File: config.mk
export PLATFORM = sky130hd
export DESIGN_NAME = sfs_spi_status_tx
export DESIGN_NICKNAME = d
export VERILOG_FILES = /design/src/rtl/sfs_pkg.sv /design/src/rtl/sfs_sync.sv /design/src/rtl/sfs_edge.sv /design/src/rtl/sfs_frame_build.sv /design/src/rtl/sfs_shifter.sv /design/src/rtl/sfs_spi_status_tx.sv
export SDC_FILE = /design/constraint.sdc
export NUM_CORES = 1
export LEC_CHECK = 0
export BUFFER_PORTS_ARGS = -buffer_cell sky130_fd_sc_hd__buf_2
export CORE_MARGIN = 2
export CORE_UTILIZATION = 40
export CTS_CLUSTER_SIZE = 14
export DETAILED_ROUTE_END_ITERATION = 10
export SKIP_LAST_GASP = 1
export SLEW_MARGIN = 20
export SYNTH_ARGS = -nofsm -noshare
export SYNTH_HDL_FRONTEND = slang
export SYNTH_HIERARCHICAL = 1
export SYNTH_SLANG_ARGS = --single-unit
File: constraint.sdc
create_clock -name clk -period 2.87 [get_ports clk]
set_input_delay 0.1435 -clock clk [delete_from_list [all_inputs] [get_ports clk]]
set_output_delay 0.1435 -clock clk [all_outputs]
set_load 0.02 [all_outputs]
File: src/rtl/sfs_pkg.sv
package sfs_pkg;
  localparam int N_ALARM   = 2;
  localparam int N_TRAILER = 2;
  localparam logic [N_TRAILER-1:0] TRAILER_PAT = 2'b01;

  function automatic logic pair_parity(input logic a, input logic b);
    return a ^ b;
  endfunction
endpackage

File: src/rtl/sfs_sync.sv
module sfs_sync #(
  parameter int   STAGES  = 2,
  parameter logic RST_VAL = 1'b0
) (
  input  logic clk,
  input  logic rst,
  input  logic d,
  output logic q
);
  logic [STAGES-1:0] chain;

  generate
    for (genvar s = 0; s < STAGES; s++) begin : g_stage
      always_ff @(posedge clk) begin
        if (rst) chain[s] <= RST_VAL;
        else     chain[s] <= (s == 0) ? d : chain[(s == 0) ? 0 : s-1];
      end
    end
  endgenerate

  assign q = chain[STAGES-1];
endmodule

File: src/rtl/sfs_edge.sv
module sfs_edge #(
  parameter logic FALLING = 1'b1,
  parameter logic RST_VAL = 1'b0
) (
  input  logic clk,
  input  logic rst,
  input  logic level,
  output logic pulse
);
  logic prev;

  always_ff @(posedge clk) begin
    if (rst) prev <= RST_VAL;
    else     prev <= level;
  end

  generate
    if (FALLING) begin : g_fall
      assign pulse = prev & ~level;
    end else begin : g_rise
      assign pulse = ~prev & level;
    end
  endgenerate
endmodule

File: src/rtl/sfs_frame_build.sv
module sfs_frame_build
  import sfs_pkg::*;
#(
  parameter int N_IN    = 8,
  parameter int FRAME_W = N_IN + N_ALARM + N_IN/2 + N_TRAILER
) (
  input  logic [N_IN-1:0]    din,
  input  logic               uv_alarm,
  input  logic               ot_alarm,
  input  logic               short_mode,
  output logic [FRAME_W-1:0] frame
);
  localparam int N_PC   = N_IN / 2;
  localparam int PC_LSB = N_TRAILER;
  localparam int OT_POS = PC_LSB + N_PC;
  localparam int UV_POS = OT_POS + 1;

  logic [FRAME_W-1:0] long_frame;
  logic [N_PC-1:0]    pc;

  generate
    for (genvar k = 0; k < N_PC; k++) begin : g_pc
      assign pc[k] = pair_parity(din[N_IN-1-2*k], din[N_IN-2-2*k]);
      assign long_frame[PC_LSB + N_PC - 1 - k] = pc[k];
    end
  endgenerate

  assign long_frame[FRAME_W-1 -: N_IN]   = din;
  assign long_frame[UV_POS]              = ~uv_alarm;
  assign long_frame[OT_POS]              = ~ot_alarm;
  assign long_frame[N_TRAILER-1:0]       = TRAILER_PAT;

  always_comb begin
    if (short_mode) frame = {din, {(FRAME_W-N_IN){1'b0}}};
    else            frame = long_frame;
  end
endmodule

File: src/rtl/sfs_shifter.sv
module sfs_shifter #(
  parameter int FRAME_W = 16
) (
  input  logic               clk,
  input  logic               rst,
  input  logic               load,
  input  logic               stop,
  input  logic               shift,
  input  logic [FRAME_W-1:0] frame,
  output logic               miso,
  output logic               oe
);
  logic [FRAME_W-1:0] sr;

  always_ff @(posedge clk) begin
    if (rst) begin
      sr <= '0;
      oe <= 1'b0;
    end else if (stop) begin
      sr <= '0;
      oe <= 1'b0;
    end else if (load) begin
      sr <= frame;
      oe <= 1'b1;
    end else if (shift && oe) begin
      sr <= {sr[FRAME_W-2:0], 1'b0};
    end
  end

  assign miso = sr[FRAME_W-1];
endmodule

File: src/rtl/sfs_spi_status_tx.sv
module sfs_spi_status_tx
  import sfs_pkg::*;
#(
  parameter int N_IN        = 8,
  parameter int SYNC_STAGES = 2
) (
  input  logic            clk,
  input  logic            rst,
  input  logic            cs_n_i,
  input  logic            sck_i,
  input  logic            frame_short_i,
  input  logic [N_IN-1:0] in_state_i,
  input  logic            uv_alarm_i,
  input  logic            ot_alarm_i,
  output logic            miso_o,
  output logic            miso_oe_o
);
  localparam int FRAME_W = N_IN + N_ALARM + N_IN/2 + N_TRAILER;

  logic cs_n_s, sck_s;
  logic cs_fall_w, cs_rise_w, sck_fall_w;
  logic [FRAME_W-1:0] frame_w;

  sfs_sync #(.STAGES(SYNC_STAGES), .RST_VAL(1'b1)) u_cs_sync (
    .clk(clk), .rst(rst), .d(cs_n_i), .q(cs_n_s));

  sfs_sync #(.STAGES(SYNC_STAGES), .RST_VAL(1'b0)) u_sck_sync (
    .clk(clk), .rst(rst), .d(sck_i), .q(sck_s));

  sfs_edge #(.FALLING(1'b1), .RST_VAL(1'b1)) u_cs_fall (
    .clk(clk), .rst(rst), .level(cs_n_s), .pulse(cs_fall_w));

  sfs_edge #(.FALLING(1'b0), .RST_VAL(1'b1)) u_cs_rise (
    .clk(clk), .rst(rst), .level(cs_n_s), .pulse(cs_rise_w));

  sfs_edge #(.FALLING(1'b1), .RST_VAL(1'b0)) u_sck_fall (
    .clk(clk), .rst(rst), .level(sck_s), .pulse(sck_fall_w));

  sfs_frame_build #(.N_IN(N_IN), .FRAME_W(FRAME_W)) u_build (
    .din(in_state_i), .uv_alarm(uv_alarm_i), .ot_alarm(ot_alarm_i),
    .short_mode(frame_short_i), .frame(frame_w));

  sfs_shifter #(.FRAME_W(FRAME_W)) u_shift (
    .clk(clk), .rst(rst), .load(cs_fall_w), .stop(cs_rise_w),
    .shift(sck_fall_w), .frame(frame_w), .miso(miso_o), .oe(miso_oe_o));
endmodule

==> qor.csv, run 1 <==
metric;value;unit
status;finished clean;
skew;0.00132;ns
final_core_util;0.442;
drv_cap;0;
antenna_found_initial;0;
clkTransAtPathRegs;0.13;ns
yosys_warnings;6;
power.leakage;0.467;nW
synthesis.area;1210;um^2
ios;17;
hold_violations;0;
yosysSeqAreaShare;0.398;
vias;849;
worstSetupStartpointType;register;
post_drt_wl_per_cell;12.1;um
drive_gt1_frac;0.244;
crit_type;register to register;
ys_seq_elements;24;
fin_ws;1.27;ns
grt_pass1_vias;776;
cp_max_fo;48;
num-fill-cells;299;
r2r_slack;1.27;ns
cts_buffer_depth;2;
relSlewSlack;0.469;
path_cells;and2b_2 -> nor3_1 -> nor4_2;
worstMarginPinSlew;0.797;ns
nNetsFinal;151;
yosys.cell_types.count;21;
numPortBuffers;16;
rsz0062_at_grt;false;
grt_max_degree;49;
crit_required;3.09;ns
cts-root-buf;clkbuf_4;
cts_buffers;3;
cts_resized;0;
cp_slowest_cell;and2b_2;
fmax;0.625;GHz
die_area;3470;um^2
drt_iter0_markers;12;
fin_area;1240;um^2
antenna-diode-count;0;
place_hpwl;1350;um
drt-pass1-iter-count;4;
setup_viol;0;
final_common_cell;nor3_1;
syn_nets;148;
critPathLaunch;u_cs_sync/q;
synthCells;133;
place_area;1180;um^2
crit_arrival;1.82;ns
avgSynthCellArea;9.08;um^2
crit_path_end_kind;register;
htreeDepth;1;
die_h;58.9;um
critPathMaxStageDelay;0.68;ns
clock_sinks;24;
wl;2010;um
crit_path_end;u_shift/sr[2];
hold_buffers;1;
detail-route-antenna-nets;0;
rows;19;
drv_slew;0;
most-common-layout-cells;30 x nor3_1, 24 x dfxtp_1, 19 x nor2b_1;
fin_crit_sh;0.557;
power.density;543;nW/um^2
dp_slack;1.31;ns
hold_ws;0.0368;ns
drc_errors;0;
routed_via_density;5.11;
track_usage;0.128;
start_util;0.430;
fp.coreArea;2810;um^2
grt_pass1_wl;3370;um
die_w;58.9;um
cts_tree;yes;
area_delta_synth_final;2.80;%
postCtsSetupBuffers;0;
r2r_end;u_shift/sr[2];
fin_setup_tns;0;ns
overflow;0;
fin_crit;1.60;ns
hold_path.class;input pin to register;
place.gp.congestion;0.643;
clkLatencyLatePin;0.31;ns
r2r_cells;3;
peakVddDrop;0.421;mV
reg2reg_from;u_cs_sync/q;
[critical path, delay by kind of cell (launching register included)]
kind | cells | cell delay [ns]
AND/OR/NAND/NOR | 3 | 1.16
flip-flops | 1 | 0.35
[routing by layer]
layer	vias to the layer above	wire length [um]	track usage
li1	448	-	-
met1	380	951	0.159
met2	17	939	0.208
met3	4	89	0.0505
met4	0	34	0.0292
met5	-	0	0
[power breakdown]
part / internal, mW / switching, mW
clock network: 0.141 / 0.0983
logic: 0.0366 / 0.0398
registers: 0.350 / 0.00806
total: 0.527 / 0.146
[logic make-up (layout without fill, tap and decap cells)]
logic type                Yosys count  in the layout  synth area share
AOI/OAI and AO/OA                   1              1           0.00414
xor gates and xnor gates            4              4            0.0290
buffers and inverters              20             22             0.125
DFF                                24             24             0.398
other                               1              1           0.00311
and+or+nand+nor                    83             83             0.440
[worst min-delay path by stage]
stage                     cells past startpoint    from             endpoint  slack, ns
after floorplan                               1     rst      u_sck_fall/prev       0.21
after global placement                        2  cs_n_i   u_cs_sync/chain[0]       0.33
after detailed placement                      2  cs_n_i   u_cs_sync/chain[0]       0.33
after CTS                                     2   sck_i  u_sck_sync/chain[0]       0.03
after global routing                          2   sck_i  u_sck_sync/chain[0]       0.04
final                                         2   sck_i  u_sck_sync/chain[0]       0.04
[synthesized netlist by cell type, drive strengths merged]
master  count  area, um^2
and2b       1        8.76
nand2       2        7.51
nor4       15         163
a21oi       1        5.00
conb        1        3.75
nor2b      20         128
buf        17         140
or2         5        31.3
and2        1        6.26
nor2        8        30.0
xnor2       4        35.0
clkbuf      2        7.51
nor3       30         150
nand3b      1        7.51
dfxtp      24         480
inv         1        3.75
[metrics by stage]
| step | instances | total power, mW |
|---|---|---|
| final | 166 | 0.674 |
| after global routing | 166 | 0.710 |
| after CTS | 166 | 0.685 |
| after detailed placement | 161 | 0.442 |
| after global placement | 161 | 0.439 |
| after floorplan | 133 | 0.433 |
[sequential cells by signal, indices dropped and copies added (netlist names)]
| register | cells |
|---|---|
| u_sck_fall/prev | 1 |
| u_sck_sync/chain | 1 |
| u_cs_fall/prev | 1 |
| u_cs_sync/chain | 1 |
| u_cs_sync/q | 1 |
| u_shift/sr | 16 |
| u_sck_sync/q | 1 |
| u_cs_rise/prev | 1 |
| u_shift/oe | 1 |
[layout make-up]
cell class                 instances  area, um^2  area share
multi-input combinational         89         576       0.464
tap                               31        38.8      0.0313
inverter                           1        3.75     0.00302
sequential                        24         480       0.387
timing repair buffer              17        90.1      0.0726
clock inverter                     1        30.0      0.0242
clock buffer                       3        22.5      0.0181
No activity file was read; power rests on OpenSTA's default activity.
==> run 2: changes to the inputs <==
ABC_AREA = 1   (was default)
clock period = 1.5 ns   (was 2.87 ns; I/O delays follow)
==> qor.csv, run 2 <==
metric;value;unit
status;finished clean;
place.gp.congestion;0.753;
grt_pass1_vias;949;
relSlewSlack;0.461;
synth_top_family_by_area;simple AND/OR/NAND/NOR gates;
synth_common_cells;69 x nand2_1, 24 x dfxtp_1, 16 x nand3_1, 16 x nor2_1, 12 x inv_1;
final_common_cell;nand2_1;
place_hpwl;1610;um
synth_ff_type;dfxtp_1;
ios;17;
start_util;0.421;
cp_slowest_cell;or2_1;
async_flop_share;0;
track_usage;0.145;
die_w;60.9;um
antenna-diode-count;0;
yosysMostFrequentCell;nand2_1;
drv_slew;0;
fin_cells;235;
drt-pass1-iter-count;4;
dp.cells;227;
crit_arrival;1.54;ns
die_area;3710;um^2
clkTransAtPathRegs;0.13;ns
skew;0.00692;ns
synth_edf_count;0;
drv_cap;0;
synth_compound_area_frac;0.0908;
power.total;1.13;mW
yosys_warnings;6;
fin_area;1360;um^2
synthAdderAreaFrac;0;
fin_setup_tns;0;ns
power.density;827;nW/um^2
critPathMaxStageDelay;0.63;ns
drc_errors;0;
clkLatencyLatePin;0.32;ns
synth-xor-area-share;0;
htreeDepth;1;
dp_slack;0.162;ns
crit_required;1.68;ns
avgSynthCellArea;7.08;um^2
hold_path.class;input pin to register;
worstSetupStartpointType;register;
cp_max_fo;17;
fin_crit_sh;0.906;
drive_gt1_frac;0.220;
fin_ws;0.140;ns
yosysTopAreaCell;dfxtp_1;
post_drt_wl_per_cell;10.1;um
cts_tree;yes;
worstMarginPinSlew;0.808;ns
hold_ws;0.0952;ns
largest_reg_flops;16;
place_area;1280;um^2
grt_max_degree;33;
wl;2370;um
crit_path_end_kind;register;
crit_type;register to register;
power.leakage;0.623;nW
die_h;60.9;um
drt_iter0_markers;46;
synthCells;183;
final_core_util;0.442;
numPortBuffers;16;
most-common-layout-cells;69 x nand2_1, 24 x dfxtp_1, 16 x buf_2, 16 x nor2_1, 16 x nand3_1;
regMostFlops;u_shift/sr;
postCtsSetupBuffers;0;
synthesis.area;1290;um^2
area_delta_synth_final;5.12;%
nNetsFinal;207;
ys_seq_elements;24;
peakVddDrop;0.548;mV
routed_via_density;4.53;
synth_area_leaders;dfxtp_1 37%, nand2_1 20%, a21oi_2 6.8%;
fin_crit;1.36;ns
num-fill-cells;342;
grt_pass1_wl;4080;um
vias;1064;
synth_simple_gate_area_frac;0.356;
yosysSeqAreaShare;0.371;
clock_sinks;24;
setup_viol;0;
hold_buffers;4;
cts_resized;0;
yosys.cell_types.count;19;
rows;20;
rsz0062_at_grt;false;
path_cells;inv_1 -> nor2_2 -> or2_1 -> a21oi_1;
hold_violations;0;
detail-route-antenna-nets;0;
antenna_found_initial;0;
netlist.area_leader.share;0.371;
synthMuxAreaShare;0;
cts-root-buf;clkbuf_4;
cts_buffer_depth;2;
overflow;0;
cts_buffers;3;
fp.coreArea;3080;um^2
fmax;0.735;GHz
syn_nets;198;
run 2: cell type report:
type	count	area [um^2]	share of cell area
multi-input cells	127	582	0.427
well taps	44	55.1	0.0404
inverters	14	60.1	0.0441
repair buffers	22	148	0.108
clock buffers	4	36.3	0.0267
flip-flops and latches	24	480	0.353
run 2: path summary, 6_finish.rpt:
kind	end	from	slack [ns]	cells after the start
hold reg to reg	u_sck_sync/q	u_sck_sync/chain[0]	0.43	2
hold / removal	u_shift/sr[0]	frame_short_i	0.1	4
setup reg to reg	u_shift/sr[12]	u_cs_sync/q	0.14	4
setup / recovery	u_shift/sr[12]	u_cs_sync/q	0.14	4
run 2: report_power, final:
group          internal, mW  switching [mW]  total [mW]
clock network         0.148           0.196       0.344
logic                0.0481          0.0781       0.126
registers             0.650         0.00591       0.656
run 2: kinds of logic (layout without fill, tap and decap cells):
kind of cell / after synthesis / after routing
simple gates: 110 / 110
compound gates: 16 / 16
other cells: 1 / 1
buf+inv: 32 / 40
flops: 24 / 24
run 2: metal layers:
layer | vias to the layer above | part of all wire | track usage
li1 | 565 | - | -
met1 | 477 | 0.49 | 0.183
met2 | 20 | 0.46 | 0.244
met3 | 2 | 0.041 | 0.0405
met4 | 0 | 0.0051 | 0.0373
met5 | - | 0 | 0
run 2: critical path: cells and delay by family (launching register included):
kind                   cells  cell delay (ns)
AO/OA/AOI/OAI              1             0.08
buffers and inverters      1             0.07
flip-flops                 1             0.38
AND/OR/NAND/NOR            2             0.69
